==> src/rtl/dma_seq_pkg.sv <==
package dma_seq_pkg;

   typedef enum logic [1:0] {
      DIR_HOLD  = 2'b00,
      DIR_UP    = 2'b01,
      DIR_DOWN  = 2'b10,
      DIR_INDEX = 2'b11
   } dir_mode_e;

endpackage

==> src/rtl/dma_seq_side.sv <==
module dma_seq_side
   import dma_seq_pkg::*;
#(
   parameter int AW    = 32,
   parameter int CW    = 16,
   parameter int FW    = 16,
   parameter int IW    = 16,
   parameter int ESIZE = 4
) (
   input  logic          clk,
   input  logic          rst_n,
   input  logic          load,
   input  logic [AW-1:0] cfg_addr,
   input  logic [CW-1:0] cfg_elems,
   input  logic [FW-1:0] cfg_frames,
   input  logic [1:0]    cfg_dir,
   input  logic [IW-1:0] cfg_eidx,
   input  logic [IW-1:0] cfg_fidx,
   input  logic          adv,
   output logic [AW-1:0] addr,
   output logic          at_first,
   output logic          at_last,
   output logic          last_frame,
   output logic          exhausted
);

   localparam logic [AW-1:0] SIZE_STEP = AW'(ESIZE);
   localparam logic [CW-1:0] ONE_ELEM  = CW'(1);
   localparam logic [FW-1:0] ONE_FRAME = FW'(1);

   logic [AW-1:0] addr_q;
   logic [CW-1:0] elem_left_q;
   logic [CW-1:0] elem_rld_q;
   logic [FW-1:0] frame_left_q;
   dir_mode_e     dir_q;
   logic [IW-1:0] eidx_q;
   logic [IW-1:0] fidx_q;
   logic [AW-1:0] eidx_x;
   logic [AW-1:0] fidx_x;
   logic [AW-1:0] step;

   generate
      if (IW == AW) begin : g_idx_same
         assign eidx_x = eidx_q;
         assign fidx_x = fidx_q;
      end else begin : g_idx_sext
         assign eidx_x = {{(AW-IW){eidx_q[IW-1]}}, eidx_q};
         assign fidx_x = {{(AW-IW){fidx_q[IW-1]}}, fidx_q};
      end
   endgenerate

   assign at_last    = (elem_left_q == ONE_ELEM);
   assign at_first   = (elem_left_q == elem_rld_q);
   assign last_frame = (frame_left_q == ONE_FRAME);
   assign exhausted  = (frame_left_q == '0);
   assign addr       = addr_q;

   always_comb begin
      unique case (dir_q)
         DIR_HOLD:  step = '0;
         DIR_UP:    step = SIZE_STEP;
         DIR_DOWN:  step = '0 - SIZE_STEP;
         default:   step = at_last ? fidx_x : eidx_x;
      endcase
   end

   always_ff @(posedge clk or negedge rst_n) begin
      if (!rst_n) begin
         addr_q       <= '0;
         elem_left_q  <= '0;
         elem_rld_q   <= '0;
         frame_left_q <= '0;
         dir_q        <= DIR_HOLD;
         eidx_q       <= '0;
         fidx_q       <= '0;
      end else if (load) begin
         addr_q       <= cfg_addr;
         elem_left_q  <= cfg_elems;
         elem_rld_q   <= cfg_elems;
         frame_left_q <= cfg_frames;
         dir_q        <= dir_mode_e'(cfg_dir);
         eidx_q       <= cfg_eidx;
         fidx_q       <= cfg_fidx;
      end else if (adv) begin
         addr_q <= addr_q + step;
         if (at_last) begin
            elem_left_q  <= elem_rld_q;
            frame_left_q <= frame_left_q - ONE_FRAME;
         end else begin
            elem_left_q <= elem_left_q - ONE_ELEM;
         end
      end
   end

endmodule

==> src/rtl/dma_seq_sync.sv <==
module dma_seq_sync (
   input  logic clk,
   input  logic rst_n,
   input  logic flush,
   input  logic evt,
   input  logic consume,
   output logic pend
);

   always_ff @(posedge clk or negedge rst_n) begin
      if (!rst_n)       pend <= 1'b0;
      else if (flush)   pend <= 1'b0;
      else if (evt)     pend <= 1'b1;
      else if (consume) pend <= 1'b0;
   end

endmodule

==> src/rtl/dma_seq_balance.sv <==
module dma_seq_balance #(
   parameter int TW = 32
) (
   input  logic clk,
   input  logic rst_n,
   input  logic clear,
   input  logic inc,
   input  logic dec,
   output logic ahead
);

   logic [TW-1:0] gap_q;

   assign ahead = (gap_q != '0);

   always_ff @(posedge clk or negedge rst_n) begin
      if (!rst_n)      gap_q <= '0;
      else if (clear)  gap_q <= '0;
      else if (inc && !dec) gap_q <= gap_q + TW'(1);
      else if (dec && !inc) gap_q <= gap_q - TW'(1);
   end

endmodule

==> src/rtl/dma_addr_seq.sv <==
module dma_addr_seq #(
   parameter int AW    = 32,
   parameter int CW    = 16,
   parameter int FW    = 16,
   parameter int IW    = 16,
   parameter int ESIZE = 4
) (
   input  logic          clk,
   input  logic          rst_n,
   input  logic          start,
   input  logic [AW-1:0] cfg_src_addr,
   input  logic [AW-1:0] cfg_dst_addr,
   input  logic [CW-1:0] cfg_elem_cnt,
   input  logic [FW-1:0] cfg_frame_cnt,
   input  logic [1:0]    cfg_src_dir,
   input  logic [1:0]    cfg_dst_dir,
   input  logic [IW-1:0] cfg_elem_idx,
   input  logic [IW-1:0] cfg_frame_idx,
   input  logic          cfg_fsync_en,
   input  logic          cfg_emu_pause,
   input  logic          cfg_autoinit,
   input  logic          sync_evt,
   input  logic          rd_grant,
   input  logic          wr_done,
   input  logic          emu_halt,
   output logic          rd_req,
   output logic [AW-1:0] rd_addr,
   output logic          wr_req,
   output logic [AW-1:0] wr_addr,
   output logic          busy,
   output logic          frame_done,
   output logic          block_done
);

   localparam int TW = CW + FW;

   generate
      if (IW > AW) begin : g_bad_idx
         $error("dma_addr_seq: IW must not exceed AW");
      end
      if (ESIZE < 1) begin : g_bad_size
         $error("dma_addr_seq: ESIZE must be at least 1");
      end
      if (CW < 1 || FW < 1) begin : g_bad_cnt
         $error("dma_addr_seq: count widths must be positive");
      end
   endgenerate

   logic busy_q, fsync_q, pause_q;
   logic fdone_q, bdone_q;
   logic zero_cfg, start_ok, load_new, reload, load_any;
   logic paused, rd_fire, wr_fire, blk_end;
   logic sync_pend, gap_nz;
   logic rd_first, rd_last, rd_lastfr, rd_exh;
   logic wr_first, wr_last, wr_lastfr, wr_exh;
   logic unused_side;

   assign zero_cfg = (cfg_elem_cnt == '0) || (cfg_frame_cnt == '0);
   assign start_ok = start && !busy_q;
   assign load_new = start_ok && !zero_cfg;
   assign paused   = emu_halt && pause_q;

   assign rd_req  = busy_q && !rd_exh && !paused &&
                    (!fsync_q || !rd_first || sync_pend);
   assign wr_req  = busy_q && gap_nz && !paused;
   assign rd_fire = rd_grant && rd_req;
   assign wr_fire = wr_done && wr_req;
   assign blk_end = wr_fire && wr_last && wr_lastfr;
   assign reload  = blk_end && cfg_autoinit && !zero_cfg;
   assign load_any = load_new || reload;

   assign unused_side = ^{rd_last, rd_lastfr, wr_first, wr_exh};

   dma_seq_side #(.AW(AW), .CW(CW), .FW(FW), .IW(IW), .ESIZE(ESIZE)) u_rd (
      .clk        (clk),
      .rst_n      (rst_n),
      .load       (load_any),
      .cfg_addr   (cfg_src_addr),
      .cfg_elems  (cfg_elem_cnt),
      .cfg_frames (cfg_frame_cnt),
      .cfg_dir    (cfg_src_dir),
      .cfg_eidx   (cfg_elem_idx),
      .cfg_fidx   (cfg_frame_idx),
      .adv        (rd_fire),
      .addr       (rd_addr),
      .at_first   (rd_first),
      .at_last    (rd_last),
      .last_frame (rd_lastfr),
      .exhausted  (rd_exh)
   );

   dma_seq_side #(.AW(AW), .CW(CW), .FW(FW), .IW(IW), .ESIZE(ESIZE)) u_wr (
      .clk        (clk),
      .rst_n      (rst_n),
      .load       (load_any),
      .cfg_addr   (cfg_dst_addr),
      .cfg_elems  (cfg_elem_cnt),
      .cfg_frames (cfg_frame_cnt),
      .cfg_dir    (cfg_dst_dir),
      .cfg_eidx   (cfg_elem_idx),
      .cfg_fidx   (cfg_frame_idx),
      .adv        (wr_fire),
      .addr       (wr_addr),
      .at_first   (wr_first),
      .at_last    (wr_last),
      .last_frame (wr_lastfr),
      .exhausted  (wr_exh)
   );

   dma_seq_sync u_sync (
      .clk     (clk),
      .rst_n   (rst_n),
      .flush   (load_new),
      .evt     (sync_evt),
      .consume (rd_fire && rd_first),
      .pend    (sync_pend)
   );

   dma_seq_balance #(.TW(TW)) u_gap (
      .clk   (clk),
      .rst_n (rst_n),
      .clear (load_any),
      .inc   (rd_fire),
      .dec   (wr_fire),
      .ahead (gap_nz)
   );

   always_ff @(posedge clk or negedge rst_n) begin
      if (!rst_n) begin
         busy_q  <= 1'b0;
         fsync_q <= 1'b0;
         pause_q <= 1'b0;
         fdone_q <= 1'b0;
         bdone_q <= 1'b0;
      end else begin
         fdone_q <= wr_fire && wr_last;
         bdone_q <= blk_end || (start_ok && zero_cfg);
         if (load_any) begin
            fsync_q <= cfg_fsync_en;
            pause_q <= cfg_emu_pause;
         end
         if (load_new)     busy_q <= 1'b1;
         else if (blk_end) busy_q <= reload;
      end
   end

   assign busy       = busy_q;
   assign frame_done = fdone_q;
   assign block_done = bdone_q;

endmodule

==> config.mk <==
export PLATFORM = sky130hd
export DESIGN_NAME = dma_addr_seq
export DESIGN_NICKNAME = d
export VERILOG_FILES = /design/src/rtl/dma_seq_pkg.sv /design/src/rtl/dma_seq_side.sv /design/src/rtl/dma_seq_sync.sv /design/src/rtl/dma_seq_balance.sv /design/src/rtl/dma_addr_seq.sv
export SDC_FILE = /design/constraint.sdc
export NUM_CORES = 1
export LEC_CHECK = 0
export CORE_AREA = 4 4 206 168
export DETAILED_ROUTE_END_ITERATION = 10
export DIE_AREA = 0 0 210 172
export PLACE_DENSITY = 0.74
export SYNTH_ARGS = -nofsm -noshare
export SYNTH_HDL_FRONTEND = slang
export SYNTH_SLANG_ARGS = --single-unit
==> constraint.sdc <==
create_clock -name clk -period 6.7 [get_ports clk]
set_input_delay 0.67 -clock clk [delete_from_list [all_inputs] [get_ports clk]]
set_output_delay 0.67 -clock clk [all_outputs]
set_load 0.01 [all_outputs]
==> key figures <==
Clock tree
  • Post_cts resized: 0
  • Max clock buf depth: 3
  • Clk slew on worst S/H paths: 60 ps
  • Cts hold-fix bufs: 0
  • CTS root buffer: clkbuf_16
  • TritonCTS clock tree: yes
  • Worst-Skew Late Latency: ~550 ps
  • CTS H-Tree Depth: 1
  • Buffers inserted by post-CTS timing repair: 0
  • Total clock sinks: around 220
  • Total CTS buffers: 26

STA
  • Setup TNS: 0 ps
  • Period minus WS final: roughly 5300 ps
  • Fin. Hold Viols: 0
  • Slew at the pin with the worst max-slew slack: 1130 ps
  • # setup viols final: 0
  • Relative slew slack: around 25%
  • Clock skew: ~11 ps
  • Slew Limit Fails: 0
  • RSZ-0062 raised after global routing: no
  • Final period utilization: around 79%
  • FMAX: roughly 190 MHz

Floorplanning
  • Site row count: between 50 and 60
  • Core footprint: 32300 um^2
  • Die area: around 36000 um^2
  • Starting Density: a little under half
  • Chip height: between 150 and 200 um
  • Io pins: 211
  • Die width: 210 um

Placed design
  • GPL Wtd Cong: 0.968
  • Buffers on Ports: 210
  • Post-DP HPWL: between 30000 and 40000 um

Final layout
  • Layout cells sized above 1: 4.35%
  • Layout net count: around 2400
  • Layout Area Growth over Synthesis: 21.8%

Drt
  • # DRC: 0
  • Post-route ant nets: 0
  • Vias per inst: 5.84
  • Starting DRC count in detailed routing: 1222
  • DR WL/cell: between 15 and 20 um
  • Total wire length: 47300 um
  • Pre-Repair DR Iteration Count: 5
  • Vias: 14860

Synth
  • Post-Syn Area: ~15000 um^2
  • Most used DFF post-synth: dfrtp_1
  • Gate count of the mapped netlist: approximately 1900
  • Largest area contributor in the netlist: dfrtp_1
  • Post-synth ARST share: 100%
  • Sequential share of the synthesized area: a little over a third
  • Yosys warns: 0
  • Synthesized flop and latch total: 218
  • EDFF count, synth: 0
  • Mapped Nets: between 2000 and 2500
  • Mean post-synth cell area: around 8.0 um^2
  • Yosys top cell area share: roughly a third
  • Top cells by area, synth: dfrtp_1, ha_1, nand2_1
  • Library cells used by synthesis: 74

Setup path
  • Critical Path Start Type: flip-flop
  • R2R Path End: u_wr.addr[31]
  • Setup CP Type: reg2reg
  • WP data arrival: ~5700 ps
  • Crit end category: flip-flop
  • Worst R2R Start: u_wr.elem_left_q[2]
  • CP Data Required Time: between 7000 and 8000 ps
  • R2r worst-path depth: 16
  • Reg-to-reg slack, setup: around 1400 ps
  • Worst-path fanout max: 17

Pwr
  • Peak VDD IR: 241 uV
  • Total power: 6.59 mW
  • Leak pwr: approximately 8.5 nW
  • Pwr/cell area: approximately 350 nW/um^2

GRT
  • Initial antenna violation count: 0
  • Vias in the first global route: between 10000 and 15000
  • Global Route Usage Sum: roughly a quarter
  • Pin count of the biggest net entering global routing: roughly 150
  • Gr ovfl total: 0
  • First-pass GRT wire length: between 70000 and 80000 um

Job
  • Max Cap Viol: 0

Status
  • Status: completed

Min path
  • Hold Crit Class: in2async
[registers in the layout (all words and copies together) (netlist names)]
name and flops:
block_done 1, busy 1, frame_done 1, fsync_q 1, pause_q 1, u_gap.gap_q 32, u_rd.addr 32, u_rd.dir_q 2
u_rd.elem_left_q 16, u_rd.frame_left_q 16, u_sync.pend 1, u_wr.addr 32, u_wr.dir_q 2, u_wr.eidx_q 16, u_wr.elem_left_q 16, u_wr.elem_rld_q 16
u_wr.fidx_q 16, u_wr.frame_left_q 16
[cell families (layout without fill, tap and decap cells)]
logic type	after synthesis	after routing	synth area share [%]
buffers and inverters	126	311	3.44
adders and majority gates	113	113	9.29
other	0	1	0
DFF	218	218	35.3
AOI/OAI and AO/OA	553	553	21.3
and+or+nand+nor	768	768	21.9
muxes	18	18	1.17
xor gates and xnor gates	136	136	7.70
[cell type report]
type | instances | area (um^2)
Fill cell | 2969 | 13500
Sequential cell | 218 | 5460
Multi-Input combinational cell | 1588 | 9530
Timing Repair Buffer | 225 | 2240
Antenna cell | 1 | 2.50
Clock inverter | 11 | 163
Inverter | 39 | 146
Tap cell | 427 | 534
Clock buffer | 36 | 769
[worst max path at each step]
stage,start,cells after the start,end,slack (ps)
after floorplan,u_rd.elem_left_q[1],18,u_rd.addr[30],1870
after global placement,u_wr.elem_left_q[2],16,u_wr.addr[31],1510
after detailed placement,u_wr.elem_left_q[2],16,u_wr.addr[31],1430
after CTS,u_wr.elem_left_q[2],16,u_wr.addr[31],1370
after global routing,u_wr.elem_left_q[2],16,u_wr.addr[31],950
final,u_wr.elem_left_q[2],16,u_wr.addr[31],1380
[metrics by stage]
step / hold slack [ps] / instances / area (um^2) / util [%] / worst slack [ps]
after floorplan: 374 / 1932 / 15500 / - / 1870
after global placement: 481 / 2497 / 17900 / 55.4 / 1510
after detailed placement: 492 / 2497 / 17900 / 55.4 / 1430
after CTS: 102 / 2544 / 18800 / 58.3 / 1370
after global routing: 141 / 2544 / 18800 / 58.3 / 953
final: 102 / 2545 / 18800 / 58.3 / 1380
[cells in the mapped netlist, types with 39 or more instances]
cell type / n
clkbuf_1: 51
ha_1: 110
a31oi_1: 44
nand2_1: 359
nor2_1: 200
a21oi_1: 218
inv_1: 39
xor2_1: 58
o21ai_0: 121
xnor2_1: 78
dfrtp_1: 218
[worst max-delay path: stages, from the launching register on]
cell and delay [ps]:
dfrtp_1 440, nor4_2 380, and2b_2 260, and4_1 570, nand2_1 130, a31oi_2 920
ha_1 460, a21oi_1 240, o21a_1 190, a21boi_0 190, a22oi_1 130, a311o_1 390
a311oi_1 320, xor2_1 170, nor2_1 80, xnor2_1 170, o21ai_0 80
[power breakdown]
group / internal, mW / total [mW] / switching (mW)
sequential: 1.68 / 2.11 / 0.427
clock: 0.952 / 1.54 / 0.585
combinational: 1.38 / 2.95 / 1.57
total: 4.01 / 6.59 / 2.58
[layout by cell type, fill, tap and decap left out, types with 13 or more instances in the layout]
| cell type | Yosys | routed |
|---|---|---|
| nand2_1 | 359 | 358 |
| a21oi_1 | 218 | 218 |
| dfrtp_1 | 218 | 218 |
| clkdlybuf4s50_1 | 0 | 209 |
| nor2_1 | 200 | 200 |
| o21ai_0 | 121 | 121 |
| ha_1 | 110 | 110 |
| xnor2_1 | 78 | 77 |
| xor2_1 | 58 | 58 |
| a31oi_1 | 44 | 43 |
| inv_1 | 39 | 39 |
| nand3_1 | 35 | 35 |
| nor3_1 | 35 | 34 |
| a21o_1 | 35 | 34 |
| nor4_1 | 27 | 27 |
| clkbuf_16 | 0 | 27 |
| a211oi_1 | 23 | 23 |
| o22ai_1 | 20 | 20 |
| nand4_1 | 19 | 19 |
| mux2i_1 | 17 | 17 |
| nand2b_1 | 17 | 17 |
| or3_1 | 15 | 15 |
| o21a_1 | 13 | 13 |
| buf_4 | 5 | 13 |
[metal layers]
metal,GRT usage [%],vias to the layer above,share of wire (%)
li1,-,7158,-
met3,3.85,83,5.9
met5,0,-,0
met1,37.3,7136,47
met2,39.8,483,44
met4,6.04,0,2.5
Note: power is estimated with default switching activity, not from simulation.
